**src/rtl/ss_ramp_pkg.sv**
```systemverilog
package ss_ramp_pkg;
  typedef struct packed {
    logic jumpMax;
    logic load;
    logic step;
  } ss_strobe_t;
endpackage

```
**src/rtl/ss_ramp_ctrl.sv**
```systemverilog
module ss_ramp_ctrl
  import ss_ramp_pkg::*;
#(
  parameter int DIV_W = 4
) (
  input  logic             clk,
  input  logic             rstN,
  input  logic             loadStb,
  input  logic             lowPulse,
  input  logic             fbSkip,
  input  logic [DIV_W-1:0] divCfg,
  input  logic             stepSat,
  input  logic             loadSat,
  output ss_strobe_t       strobes,
  output logic             ssActive
);
  logic [DIV_W-1:0] divCnt;
  logic [DIV_W-1:0] kEff;
  logic             divFire;

  // Divide ratios 0 and 1 both pass every pulse.
  assign kEff    = (divCfg == '0) ? DIV_W'(1) : divCfg;
  assign divFire = (divCnt >= (kEff - DIV_W'(1)));

  always_comb begin
    strobes.jumpMax = fbSkip;
    strobes.load    = loadStb && !fbSkip;
    strobes.step    = ssActive && lowPulse && divFire && !loadStb && !fbSkip;
  end

  always_ff @(posedge clk or negedge rstN) begin
    if (!rstN) begin
      divCnt   <= '0;
      ssActive <= 1'b0;
    end else if (strobes.jumpMax) begin
      divCnt   <= '0;
      ssActive <= 1'b0;
    end else if (strobes.load) begin
      divCnt   <= '0;
      ssActive <= !loadSat;
    end else if (ssActive && lowPulse) begin
      if (divFire) begin
        divCnt <= '0;
        if (stepSat) ssActive <= 1'b0;
      end else begin
        divCnt <= divCnt + DIV_W'(1);
      end
    end
  end

  // a skip always ends soft-start
  p_skip_ends_r7: assert property (@(posedge clk) disable iff (!rstN)
    fbSkip |=> !ssActive);
  // with no load, an idle block stays idle
  p_idle_stays_r9: assert property (@(posedge clk) disable iff (!rstN)
    (!ssActive && !loadStb) |=> !ssActive);
  // steps are only issued during soft-start
  p_step_active_r4: assert property (@(posedge clk) disable iff (!rstN)
    strobes.step |-> ssActive);
  // a load restarts the prescaler
  p_div_restart_r8: assert property (@(posedge clk) disable iff (!rstN)
    (loadStb || fbSkip) |=> (divCnt == '0));
endmodule

```
**src/rtl/ss_ramp_dp.sv**
```systemverilog
module ss_ramp_dp
  import ss_ramp_pkg::*;
#(
  parameter int CNT_W  = 12,
  parameter int STEP_W = 6
) (
  input  logic              clk,
  input  logic              rstN,
  input  ss_strobe_t        strobes,
  input  logic [CNT_W-1:0]  loadVal,
  input  logic [STEP_W-1:0] stepCfg,
  input  logic [CNT_W-1:0]  maxCfg,
  output logic [CNT_W-1:0]  count,
  output logic              stepSat,
  output logic              loadSat
);
  localparam int SUM_W = CNT_W + 1;

  logic [SUM_W-1:0] stepSum;

  assign stepSum = {1'b0, count} + SUM_W'(stepCfg);
  assign stepSat = (stepSum >= {1'b0, maxCfg});
  assign loadSat = (loadVal >= maxCfg);

  always_ff @(posedge clk or negedge rstN) begin
    if (!rstN) begin
      count <= '0;
    end else if (strobes.jumpMax) begin
      count <= maxCfg;
    end else if (strobes.load) begin
      count <= loadSat ? maxCfg : loadVal;
    end else if (strobes.step) begin
      count <= stepSat ? maxCfg : stepSum[CNT_W-1:0];
    end
  end

  // a skip forces the maximum
  p_skip_max_r7: assert property (@(posedge clk) disable iff (!rstN)
    strobes.jumpMax |=> (count == $past(maxCfg)));
  // the count is monotonic between loads
  p_monotonic_r11: assert property (@(posedge clk) disable iff (!rstN)
    (!strobes.load && !strobes.jumpMax && count <= maxCfg) |=> (count >= $past(count)));
  // a step never carries past the maximum
  p_no_overflow_r6: assert property (@(posedge clk) disable iff (!rstN)
    (strobes.step && count <= maxCfg) |=> (count <= $past(maxCfg)));
endmodule

```
**src/rtl/ss_ramp_counter.sv**
```systemverilog
module ss_ramp_counter
  import ss_ramp_pkg::*;
#(
  parameter int CNT_W  = 12,
  parameter int STEP_W = 6,
  parameter int DIV_W  = 4,
  parameter int DAC_W  = 8
) (
  input  logic              clk,
  input  logic              rstN,
  input  logic              loadStb,
  input  logic [CNT_W-1:0]  loadVal,
  input  logic              lowPulse,
  input  logic              fbSkip,
  input  logic [STEP_W-1:0] stepCfg,
  input  logic [DIV_W-1:0]  divCfg,
  input  logic [CNT_W-1:0]  maxCfg,
  output logic [CNT_W-1:0]  count,
  output logic [DAC_W-1:0]  dacCode,
  output logic              ssActive
);
  localparam int DAC_SHIFT = CNT_W - DAC_W;

  ss_strobe_t strobes;
  logic       stepSat;
  logic       loadSat;

  ss_ramp_ctrl #(.DIV_W(DIV_W)) u_ctrl (
    .clk(clk), .rstN(rstN), .loadStb(loadStb), .lowPulse(lowPulse),
    .fbSkip(fbSkip), .divCfg(divCfg), .stepSat(stepSat), .loadSat(loadSat),
    .strobes(strobes), .ssActive(ssActive)
  );

  ss_ramp_dp #(.CNT_W(CNT_W), .STEP_W(STEP_W)) u_dp (
    .clk(clk), .rstN(rstN), .strobes(strobes), .loadVal(loadVal),
    .stepCfg(stepCfg), .maxCfg(maxCfg), .count(count),
    .stepSat(stepSat), .loadSat(loadSat)
  );

  // the DAC code follows the upper bits of the count
  assign dacCode = count[CNT_W-1:DAC_SHIFT];

  // the DAC code never lags the count
  p_dac_track_r10: assert property (@(posedge clk) disable iff (!rstN)
    (32'(dacCode) == (32'(count) >> DAC_SHIFT)));
endmodule

```
**config.mk**
```make
export PLATFORM = sky130hd
export DESIGN_NAME = ss_ramp_counter
export DESIGN_NICKNAME = d
export VERILOG_FILES = /design/src/rtl/ss_ramp_pkg.sv /design/src/rtl/ss_ramp_ctrl.sv /design/src/rtl/ss_ramp_dp.sv /design/src/rtl/ss_ramp_counter.sv
export SDC_FILE = /design/constraint.sdc
export NUM_CORES = 1
export LEC_CHECK = 0
export ABC_AREA = 1
export BUFFER_PORTS_ARGS = -buffer_cell sky130_fd_sc_hd__buf_2
export CORE_MARGIN = 3
export CORE_UTILIZATION = 55
export CTS_CLUSTER_SIZE = 24
export DETAILED_ROUTE_END_ITERATION = 6
export HOLD_SLACK_MARGIN = 0.15
export PLACE_DENSITY = 0.81
export SLEW_MARGIN = 40
export SYNTH_ARGS = -nofsm -noshare
export SYNTH_HDL_FRONTEND = slang
export SYNTH_SLANG_ARGS = --single-unit
```
**constraint.sdc**
```tcl
create_clock -name clk -period 6.62 [get_ports clk]
set_input_delay 0.662 -clock clk [delete_from_list [all_inputs] [get_ports clk]]
set_output_delay 0.662 -clock clk [all_outputs]
set_load 0.05 [all_outputs]
```
==> impl_metrics.yaml <==
synthesis:
  ys.flop_type: "sky130_fd_sc_hd__dfrtp_1"
  synth.yosys.warnings: 0
  yosys.area.top_type: "sky130_fd_sc_hd__nand2_1"
  postSynthRegisterBits: 17
  net_count_synth: 527
  synth-seq-area-share_pct: 15.8
  cells_taking_the_most_area_after_synthesis: "sky130_fd_sc_hd__nand2_1 18%, sky130_fd_sc_hd__ha_1 17%, sky130_fd_sc_hd__dfrtp_1 16%"
  synth_cells: 451
  synth_enable_flop_cells: 0
  synth_async_sr_flop_share_pct: 100
  synthesis.area_sq_um: 2690
  netlist-cell-type-count: 32
  synth_top_cell_area_share_pct: 17.8
  synthesis.area_per_instance_sq_um: 5.97
route:
  viasPerCell: 5.14
  wl_per_instance_um: 11.7
  first_pass_iters: 4
  detail_route.wirelength_um: 6550
  ant_nets: 0
  drtIter0Drc: 155
  detail_route.drc_violations: 0
  route.vias.total: 2874
setup_path:
  worst-r2r-cell-count: 18
  timing.reg2reg.setup_slack_ns: 2.95
  criticalPathCategory: "in -> reg"
  worst_r2r_startpoint: "u_dp.count[0]"
  r2r_end: "u_dp.count[10]"
  critPathMaxFanout: 14
  critPathLaunchType: "input port"
  timing.critical_path.required_ns: 6.78
  critical_path.endpoint_type: "register"
  worst-endpoint-arrival_ns: 3.92
floorplanning:
  die_ar_sq_um: 5770
  placement_rows: 24
  start_util_pct: 59.4
  boundaryPins: 60
  die_w_um: 76.0
  dieHeight_um: 76.0
  core_area_sq_um: 4530
clock_tree:
  cts_sinks: 17
  number_of_h_tree_levels: 1
  post_cts.resized_instances: 0
  cts_post_setup_buffers_inserted: 0
  cts.reportedPaths.clkPinSlew_ns: 0.08
  ctsHoldBuffers: 0
  insertion_delay_ns: 0.27
  tritoncts: "built"
  clock_tree.root_cell: "sky130_fd_sc_hd__clkbuf_8"
  cts_max_path_buffers: 2
  cts_inserted_buffers: 3
pwr:
  p_leak_nw: 1.80
  power.density_nw_per_um2: 251
  max_vdd_drop_uv: 108
grt:
  globalRoute.totalOverflow: 0
  grt_antenna_before_repair: 0
  track_usage_pct: 22.2
  grt_start_max_net_pins: 19
  grt_pass1_wl_um: 10800
  vias_in_the_first_global_route: 2428
sta:
  final-setup-viol-count: 0
  unrepaired_setup_endpoints_after_global_routing: "false"
  final_max_slew_viol_count: 0
  period_minus_slack_ns: 3.76
  worst-slew-pin-transition_ns: 0.789
  setup-tns-final_ns: 0
  finalClockSkew_ns: 0.00382
  whs_ns: 0.329
  timing.final.crit_share_pct: 56.8
  timing.slew.headroom_pct: 47.1
  hold_viol: 0
  setup_ws_ns: 2.86
  fmaxAchievable_mhz: 266
final_layout:
  fillerInstances: 457
  mostFrequentLayoutCells: "128 x sky130_fd_sc_hd__nand2_1, 74 x sky130_fd_sc_hd__inv_1, 59 x sky130_fd_sc_hd__buf_2, 50 x sky130_fd_sc_hd__nand3_1, 49 x sky130_fd_sc_hd__nor2_1"
  post_layout_nonfiller_instances: 559
  final_util_pct: 65.8
  layout.cells.most_common: "sky130_fd_sc_hd__nand2_1"
  layout-area-overhead-vs-synth_pct: 10.8
  layout.nets: 571
  share_of_post_route_cells_with_drive_strength_above_1_pct: 15.4
  diodes_inserted: 0
placement:
  gp_congestion: 0.831
  pre_cts_slack_ns: 2.60
  detailedPlacementHpwl_um: 5460
  port-buffer-count: 59
  dpl.cell_count: 555
hold_path:
  worst_hold_path_type: "in -> async"
run_status:
  status: "finished, final reports clean"
job:
  max_cap_viol_count: 0
[routing by layer]
metal / vias to the layer above / share of wire (%) / global-route usage (%)
met5: - / 0 / 0
met4: 0 / 1.0 / 5.80
met3: 5 / 7.2 / 1.54
met2: 81 / 43 / 34.4
met1: 1275 / 48 / 33.5
li1: 1513 / - / -
[Yosys cell counts (all sizes together) (2+ instances only)]
cell,n
a21oi,27
buf,17
clkbuf,3
dfrtp,17
ha,36
inv,75
nand2,129
nand3,52
nand3b,4
nand4,15
nor2,53
nor3,3
o21ai,3
or2,6
xnor2,3
xor2,2
[how the worst max path moves through the flow]
| stage | from | end | slack (ns) | cells after the start |
|---|---|---|---|---|
| finish | stepCfg[0] | u_dp.count[10] | 2.86 | 19 |
| global route | stepCfg[0] | u_dp.count[10] | 2.50 | 20 |
| CTS | stepCfg[0] | u_dp.count[11] | 2.88 | 20 |
| detailed placement | stepCfg[0] | u_dp.count[11] | 2.60 | 19 |
| global placement | stepCfg[0] | u_dp.count[6] | 2.75 | 19 |
| floorplan | stepCfg[0] | u_dp.count[11] | 3.54 | 19 |
[per-stage QoR]
stage	cell area, sq um	power [mW]
2_1_floorplan	2690	0.572
3_3_place_gp	2940	0.649
3_5_place_dp	2940	0.661
4_1_cts	2980	0.749
5_1_grt	2980	0.817
6_report	2980	0.748
[layout make-up]
type | count | area [sq um] | area share, %
well taps | 65 | 81.3 | 2.73
multi-input cells | 339 | 1850 | 62.1
flip-flops and latches | 17 | 425 | 14.3
clock buffers | 3 | 41.3 | 1.38
repair buffers | 59 | 295 | 9.90
inverters | 75 | 282 | 9.43
clock inverters | 1 | 5.00 | 0.168
[kinds of logic (layout without fill, tap and decap cells)]
group | count (synthesis) | in the layout | share of synthesized area (%)
AND/OR/NAND/NOR | 264 | 264 | 43.1
XOR/XNOR | 5 | 5 | 1.63
buffers and inverters | 95 | 138 | 15.3
AO/OA/AOI/OAI | 33 | 33 | 6.69
adder cells (fa/ha/maj) | 37 | 37 | 17.5
flip-flops | 17 | 17 | 15.8
[worst max-delay path: stages]
cell and delay, ns:
sky130_fd_sc_hd__buf_2 0.10, sky130_fd_sc_hd__ha_1 0.22, sky130_fd_sc_hd__fa_1 0.41, sky130_fd_sc_hd__nand2_1 0.09, sky130_fd_sc_hd__nand2_1 0.08, sky130_fd_sc_hd__nand2_2 0.08
sky130_fd_sc_hd__xor2_1 0.19, sky130_fd_sc_hd__inv_1 0.06, sky130_fd_sc_hd__ha_1 0.31, sky130_fd_sc_hd__nand2_1 0.10, sky130_fd_sc_hd__inv_1 0.04, sky130_fd_sc_hd__nand2_1 0.06
sky130_fd_sc_hd__nand2_1 0.05, sky130_fd_sc_hd__o21ai_1 0.62, sky130_fd_sc_hd__nand3_2 0.44, sky130_fd_sc_hd__nor2_1 0.21, sky130_fd_sc_hd__nor2_1 0.06, sky130_fd_sc_hd__nor2_1 0.09
sky130_fd_sc_hd__nor2_1 0.04
[report_power, final]
group          internal [mW]  total [mW]  switching (mW)
clock                 0.0420      0.0863          0.0442
combinational          0.159       0.514           0.356
sequential             0.124       0.148          0.0238
[registers in the layout, summed over array words and instances, names as in the netlist]
register	flops
u_ctrl.divCnt	4
u_dp.count	12
u_ctrl.ssActive	1
(Power assumes the default switching activity.)
